==> src/rtl/ovl_pkg.sv <==
package ovl_pkg;
  localparam int OFF_W = 16;
  localparam int TAG_W = 8;
  localparam int SZ_W  = 3;
  localparam int BYTES_W = 5;
  localparam int EXT_W = OFF_W + 2;

  typedef struct packed {
    logic              a_const;
    logic [OFF_W-1:0]  a_val;
    logic [TAG_W-1:0]  b_tag;
    logic [SZ_W-1:0]   size;
  } acc_t;

  function automatic logic [BYTES_W-1:0] size_bytes(input logic [SZ_W-1:0] code);
    logic [BYTES_W-1:0] b;
    case (code)
      3'd0:    b = 5'd1;
      3'd1:    b = 5'd2;
      3'd2:    b = 5'd4;
      3'd3:    b = 5'd8;
      default: b = 5'd16;
    endcase
    return b;
  endfunction
endpackage

==> src/rtl/ovl_store_table.sv <==
module ovl_store_table
  import ovl_pkg::*;
#(
  parameter int DEPTH = 5
) (
  input  logic             clk,
  input  logic             rst_n,
  input  logic             group_end,
  input  logic             st_valid,
  input  acc_t             st_acc,
  output acc_t [DEPTH-1:0] ent,
  output logic [DEPTH-1:0] ent_vld
);
  localparam int CW = $clog2(DEPTH + 1);

  logic [CW-1:0]    cnt_q, cnt_d;
  logic [DEPTH-1:0] vld_q, vld_d;
  logic [DEPTH-1:0] wr_en;
  logic             full;
  logic             accept;
  acc_t [DEPTH-1:0] ent_q;

  assign full   = (cnt_q == CW'(DEPTH));
  assign accept = st_valid && !group_end && !full;

  // next-state
  always_comb begin
    cnt_d = cnt_q;
    vld_d = vld_q;
    if (group_end) begin
      cnt_d = '0;
      vld_d = '0;
    end else if (accept) begin
      cnt_d = cnt_q + CW'(1);
      vld_d = vld_q | wr_en;
    end
  end

  generate
    for (genvar i = 0; i < DEPTH; i++) begin : g_slot
      assign wr_en[i] = accept && (cnt_q == CW'(i));
      always_ff @(posedge clk) begin
        if (wr_en[i]) ent_q[i] <= st_acc;
      end
    end
  endgenerate

  always_ff @(posedge clk or negedge rst_n) begin
    if (!rst_n) begin
      cnt_q <= '0;
      vld_q <= '0;
    end else begin
      cnt_q <= cnt_d;
      vld_q <= vld_d;
    end
  end

  assign ent     = ent_q;
  assign ent_vld = vld_q;

  assert_count_bound_R9: assert property (@(posedge clk) disable iff (!rst_n)
    (cnt_q <= CW'(DEPTH)) && ($countones(vld_q) == int'(cnt_q)));

  assert_clear_R11: assert property (@(posedge clk) disable iff (!rst_n)
    group_end |=> (vld_q == '0));

  assert_append_R9: assert property (@(posedge clk) disable iff (!rst_n)
    (st_valid && !group_end && !full) |=> ($countones(vld_q) == $countones($past(vld_q)) + 1));

  assert_drop_full_R10: assert property (@(posedge clk) disable iff (!rst_n)
    (st_valid && !group_end && full) |=> $stable(vld_q));
endmodule

==> src/rtl/ovl_entry_cmp.sv <==
module ovl_entry_cmp
  import ovl_pkg::*;
(
  input  acc_t  ent,
  input  logic  ent_vld,
  input  acc_t  ld,
  output logic  match
);
  logic                    exact, swapped, both_const, same_base, overlap;
  logic signed [EXT_W-1:0] s_off, l_off, s_end, l_end;

  assign exact   = (ent.a_const == ld.a_const) && (ent.a_val == ld.a_val) &&
                   (ent.b_tag == ld.b_tag);

  assign swapped = !ent.a_const && !ld.a_const &&
                   (ld.a_val == {{(OFF_W-TAG_W){1'b0}}, ent.b_tag}) &&
                   (ent.a_val == {{(OFF_W-TAG_W){1'b0}}, ld.b_tag});

  assign both_const = ent.a_const && ld.a_const;
  assign same_base  = (ent.b_tag == ld.b_tag);

  assign s_off = EXT_W'(signed'(ent.a_val));
  assign l_off = EXT_W'(signed'(ld.a_val));
  assign s_end = s_off + signed'({{(EXT_W-BYTES_W){1'b0}}, size_bytes(ent.size)});
  assign l_end = l_off + signed'({{(EXT_W-BYTES_W){1'b0}}, size_bytes(ld.size)});

  always_comb begin
    if (s_off < l_off) overlap = (s_end > l_off);
    else               overlap = (l_end > s_off);
  end

  assign match = ent_vld && (exact || swapped || (both_const && same_base && overlap));
endmodule

==> src/rtl/ovl_detect.sv <==
module ovl_detect
  import ovl_pkg::*;
#(
  parameter int DEPTH = 5
) (
  input  logic             clk,
  input  logic             rst_n,
  input  logic             group_end,
  input  logic             st_valid,
  input  logic             st_a_const,
  input  logic [OFF_W-1:0] st_a_val,
  input  logic [TAG_W-1:0] st_b_tag,
  input  logic [SZ_W-1:0]  st_size,
  input  logic             ld_valid,
  input  logic             ld_a_const,
  input  logic [OFF_W-1:0] ld_a_val,
  input  logic [TAG_W-1:0] ld_b_tag,
  input  logic [SZ_W-1:0]  ld_size,
  output logic             ld_hit
);
  acc_t             st_acc, ld_acc;
  acc_t [DEPTH-1:0] ent;
  logic [DEPTH-1:0] ent_vld;
  logic [DEPTH-1:0] ent_match;

  assign st_acc = '{a_const: st_a_const, a_val: st_a_val, b_tag: st_b_tag, size: st_size};
  assign ld_acc = '{a_const: ld_a_const, a_val: ld_a_val, b_tag: ld_b_tag, size: ld_size};

  ovl_store_table #(.DEPTH(DEPTH)) u_table (
    .clk      (clk),
    .rst_n    (rst_n),
    .group_end(group_end),
    .st_valid (st_valid),
    .st_acc   (st_acc),
    .ent      (ent),
    .ent_vld  (ent_vld)
  );

  generate
    for (genvar i = 0; i < DEPTH; i++) begin : g_cmp
      ovl_entry_cmp u_cmp (
        .ent    (ent[i]),
        .ent_vld(ent_vld[i]),
        .ld     (ld_acc),
        .match  (ent_match[i])
      );
    end
  endgenerate

  assign ld_hit = ld_valid && (|ent_match);

  assert_hit_needs_load_R8: assert property (@(posedge clk) disable iff (!rst_n)
    ld_hit |-> ld_valid);

  assert_hit_needs_entry_R8: assert property (@(posedge clk) disable iff (!rst_n)
    ld_hit |-> (|ent_vld));

  assert_match_only_valid_R9: assert property (@(posedge clk) disable iff (!rst_n)
    (ent_match & ~ent_vld) == '0);
endmodule

==> config.mk <==
export PLATFORM = sky130hd
export DESIGN_NAME = ovl_detect
export DESIGN_NICKNAME = d
export VERILOG_FILES = /design/src/rtl/ovl_pkg.sv /design/src/rtl/ovl_store_table.sv /design/src/rtl/ovl_entry_cmp.sv /design/src/rtl/ovl_detect.sv
export SDC_FILE = /design/constraint.sdc
export NUM_CORES = 1
export LEC_CHECK = 0
export BUFFER_PORTS_ARGS = -buffer_cell sky130_fd_sc_hd__buf_2
export CAP_MARGIN = 20
export CELL_PAD_IN_SITES_DETAIL_PLACEMENT = 0
export CELL_PAD_IN_SITES_GLOBAL_PLACEMENT = 1
export CORE_ASPECT_RATIO = 1.5
export CORE_UTILIZATION = 35
export DETAILED_ROUTE_END_ITERATION = 8
export HOLD_SLACK_MARGIN = 0.1
export PLACE_DENSITY_LB_ADDON = 0.3
export SLEW_MARGIN = 40
export SYNTH_ARGS = -nofsm -noshare
export SYNTH_HDL_FRONTEND = slang
export SYNTH_SLANG_ARGS = --single-unit
==> constraint.sdc <==
create_clock -name clk -period 9.6 [get_ports clk]
set_clock_uncertainty 0.1 [all_clocks]
set_input_delay 1.92 -clock clk [delete_from_list [all_inputs] [get_ports clk]]
set_output_delay 1.92 -clock clk [all_outputs]
set_load 0.01 [all_outputs]
==> results.ini <==
[synthesis]
synth_ff_type = edfxtp_1
netlist-cell-type-count = 68
avgSynthCellArea_um2 = 9.78
ys_ff_latch = 148
async_flop_share_pct = 5.41
syn-num-nets = 1850
syn_inst = 1488
synth_top_area_share_pct = 28.9
yosysTopAreaCell = edfxtp_1
synth_edf_count = 140
seq_area_frac_synth_pct = 30.3
synth_area_leaders = edfxtp_1 (29%), ha_1 (25%), xnor2_1 (8.5%)
synth_area_um2 = 14600
yosysWarningCount = 0

[power_and_ir_drop]
p_total_mw = 1.76
power_density_nw_per_um2 = 108
ir_drop_uv = 109
power.leakage_nw = 6.98

[critical_path]
cp-end-kind = output port
reg2reg_from = u_table.cnt_q[1]
critPathKind = primary input to output port
crit_arrival_ns = 6.96
crit_required_ns = 7.58
crit_fanout = 5
startpoint = ld_size[2]
startpoint_type = primary input

[die]
core_area_um2 = 41100
fp-row-count = 91
fp.dieW_um = 169
floorplan.initialDensity_pct = 35.4
dieArea_um2 = 42400
die_h_um = 252
num_io_pins = 62

[global_routing]
antenna_found_initial = 1
grt_max_degree = 30
grt_pass1_vias = 11845
overflow = 0
grt_pass1_wl_um = 73400
grtUsageTotal_pct = 23.9

[sta]
finalCriticalPeriod_ns = 8.98
setup_tns_ns = 0
period_share_pct = 93.6
finalSetupViolCount = 0
fmax_mhz = 111
rsz0062_at_grt = false
hold_viol_final = 0
worst_slew_pin_slew_ns = 0.808
max_slew_margin_pct = 45.6
slew_viol_final = 0

[placed_design]
gp_congestion = 0.925
hpwlAfterDp_um = 40500
dpl_cell_area_um2 = 15700
io_buffers = 61

[route]
vias = 11656
drc_errors = 0
routed_wirelength_um = 49300
dr.first_iter.drc_count = 559
routed_via_density = 5.44
wire_per_inst_um = 23.0
drt_first_pass_iters = 5
ant_nets = 0

[clock_tree]
post_cts_buffers = 0
ctsResizeCount = 0
cts_sinks = 148
cts_tree = yes
clock_latency_ns = 0.45
ctsHtreeMaxLevel = 4
cts.clk_slew.worst_paths_ns = 0.06
ctsRootBufferMaster = clkbuf_16
cts_buffers = 17
cts_hold_buffers = 0
clockBufferDepth = 2

[finish]
nets = 1931
design_area_um2 = 16200
layout-drive-gt1-share_pct = 7.46
seqCellArea_um2 = 4400
post-route-util_pct = 39.5
syn_to_final_growth_pct = 11.5
multi_input_area_um2 = 9500
nFillCells = 4116

[outcome]
outcome = finished clean

[worst_hold_path]
min_path_type = flop to flop
hold_start = u_table.ent_vld[3]

[job]
cap_violations = 0

layout make-up:
| class | count | area share [%] |
|---|---|---|
| multi-input cells | 1165 | 58.5 |
| flip-flops and latches | 148 | 27.1 |
| well taps | 558 | 4.30 |
| inverters | 157 | 3.63 |
| repair buffers | 80 | 3.01 |
| clock buffers | 18 | 2.64 |
| clock inverters | 14 | 0.755 |
| diodes | 1 | 0.0154 |
final timing paths:
path                       cells after the start                 end  slack (ns)
max                                           22              ld_hit        0.62
min                                            1  u_table.ent_vld[3]        0.42
max reg2reg                                    5    u_table.ent[109]        7.73
min reg2reg                                    1  u_table.ent_vld[3]        0.42
max in group asynchronous                      1  u_table.ent_vld[2]        7.96
min in group asynchronous                      1    u_table.cnt_q[2]        1.23
cells in the mapped netlist, drive strengths merged, types with 4 or more instances:
| library cell | n |
|---|---|
| a211oi | 15 |
| a21boi | 7 |
| a21o | 41 |
| a21oi | 84 |
| and2 | 5 |
| and3 | 9 |
| and3b | 6 |
| and4 | 5 |
| buf | 9 |
| clkbuf | 9 |
| dfrtp | 8 |
| edfxtp | 140 |
| fa | 6 |
| ha | 295 |
| inv | 157 |
| mux2i | 4 |
| nand2 | 60 |
| nand2b | 10 |
| nand3 | 55 |
| nand4 | 71 |
| nor2 | 67 |
| nor2b | 20 |
| nor3 | 32 |
| nor3b | 7 |
| nor4 | 35 |
| o211ai | 8 |
| o21a | 8 |
| o21ai | 36 |
| o21bai | 9 |
| or3 | 4 |
| or3b | 4 |
| or4 | 5 |
| xnor2 | 142 |
| xor2 | 62 |
through the flow:
stage	cells	setup slack (ns)	hold slack, ns
final	2141	0.617	0.416
after global routing	2140	0.300	0.436
after CTS	2140	0.632	0.416
after detailed placement	2108	0.657	0.400
after global placement	2106	0.718	0.394
after floorplan	1488	1.62	0.375
flip-flops by register name, summed over array words and instances, names as in the netlist:
signal,flops
u_table.cnt_q,3
u_table.ent,140
u_table.ent_vld,5
cells by family (layout without fill, tap and decap cells):
family	Yosys count	count (layout)	share of synthesized area, %
and+or+nand+nor	406	406	15.2
adders and majority gates	301	301	26.2
AOI/OAI and AO/OA	250	250	11.2
xor gates and xnor gates	204	204	12.3
buffers and inverters	175	269	4.59
DFF	148	148	30.3
muxes	4	4	0.275
other	0	1	0
per-layer routing:
layer  share of wire, %  track usage [%]  wire length [um]  vias to the layer above
met1                 42             28.4             20600                     5567
met5                  0                0                 0                        -
li1                   -                -                 -                     5658
met2                 50             43.1             24700                      334
met3                3.8             2.73              1850                       97
met4                4.1             10.7              2050                        0
worst max-delay path, cell delays in order:
cell and delay [ns]:
buf_2 0.13, or3b_2 0.50, inv_1 0.08, ha_1 0.22, a21o_1 0.16, a21oi_1 0.24, o21bai_1 0.11, a21oi_1 0.33
nor2_1 0.13, nand4_1 0.16, nor2_1 0.07, xnor2_1 0.57, ha_1 0.26, nand4_1 0.15, or4_1 0.56, o211a_1 0.24
o32ai_1 0.12, mux2i_1 0.12, nand4_1 0.16, o311ai_1 0.11, o41a_1 0.45, buf_2 0.17
report_power, final:
| group | internal, mW | leakage, nW | switching, mW | total, mW |
|---|---|---|---|---|
| Combinational | 0.139 | 5.33 | 0.227 | 0.366 |
| Sequential | 0.724 | 1.38 | 0.0189 | 0.743 |
| Clock | 0.358 | 0.265 | 0.294 | 0.652 |
placed cells by master, fill, tap and decap left out, types with 9 or more instances in the layout:
master / netlist / layout
xor2_1: 62 / 62
inv_1: 157 / 157
nor3_1: 32 / 31
clkbuf_16: 0 / 17
a211oi_1: 15 / 15
a21oi_1: 84 / 84
nand3_1: 55 / 55
nor4_1: 35 / 35
xnor2_1: 142 / 142
nand2b_1: 10 / 10
ha_1: 295 / 295
o21bai_1: 9 / 9
nor2b_1: 20 / 20
buf_4: 0 / 17
buf_2: 9 / 61
edfxtp_1: 140 / 140
and3_1: 9 / 9
nand4_1: 71 / 71
a21o_1: 41 / 41
nor2_1: 67 / 66
o21ai_0: 35 / 35
nand2_1: 60 / 60
Note: power is estimated with default switching activity, not from simulation.
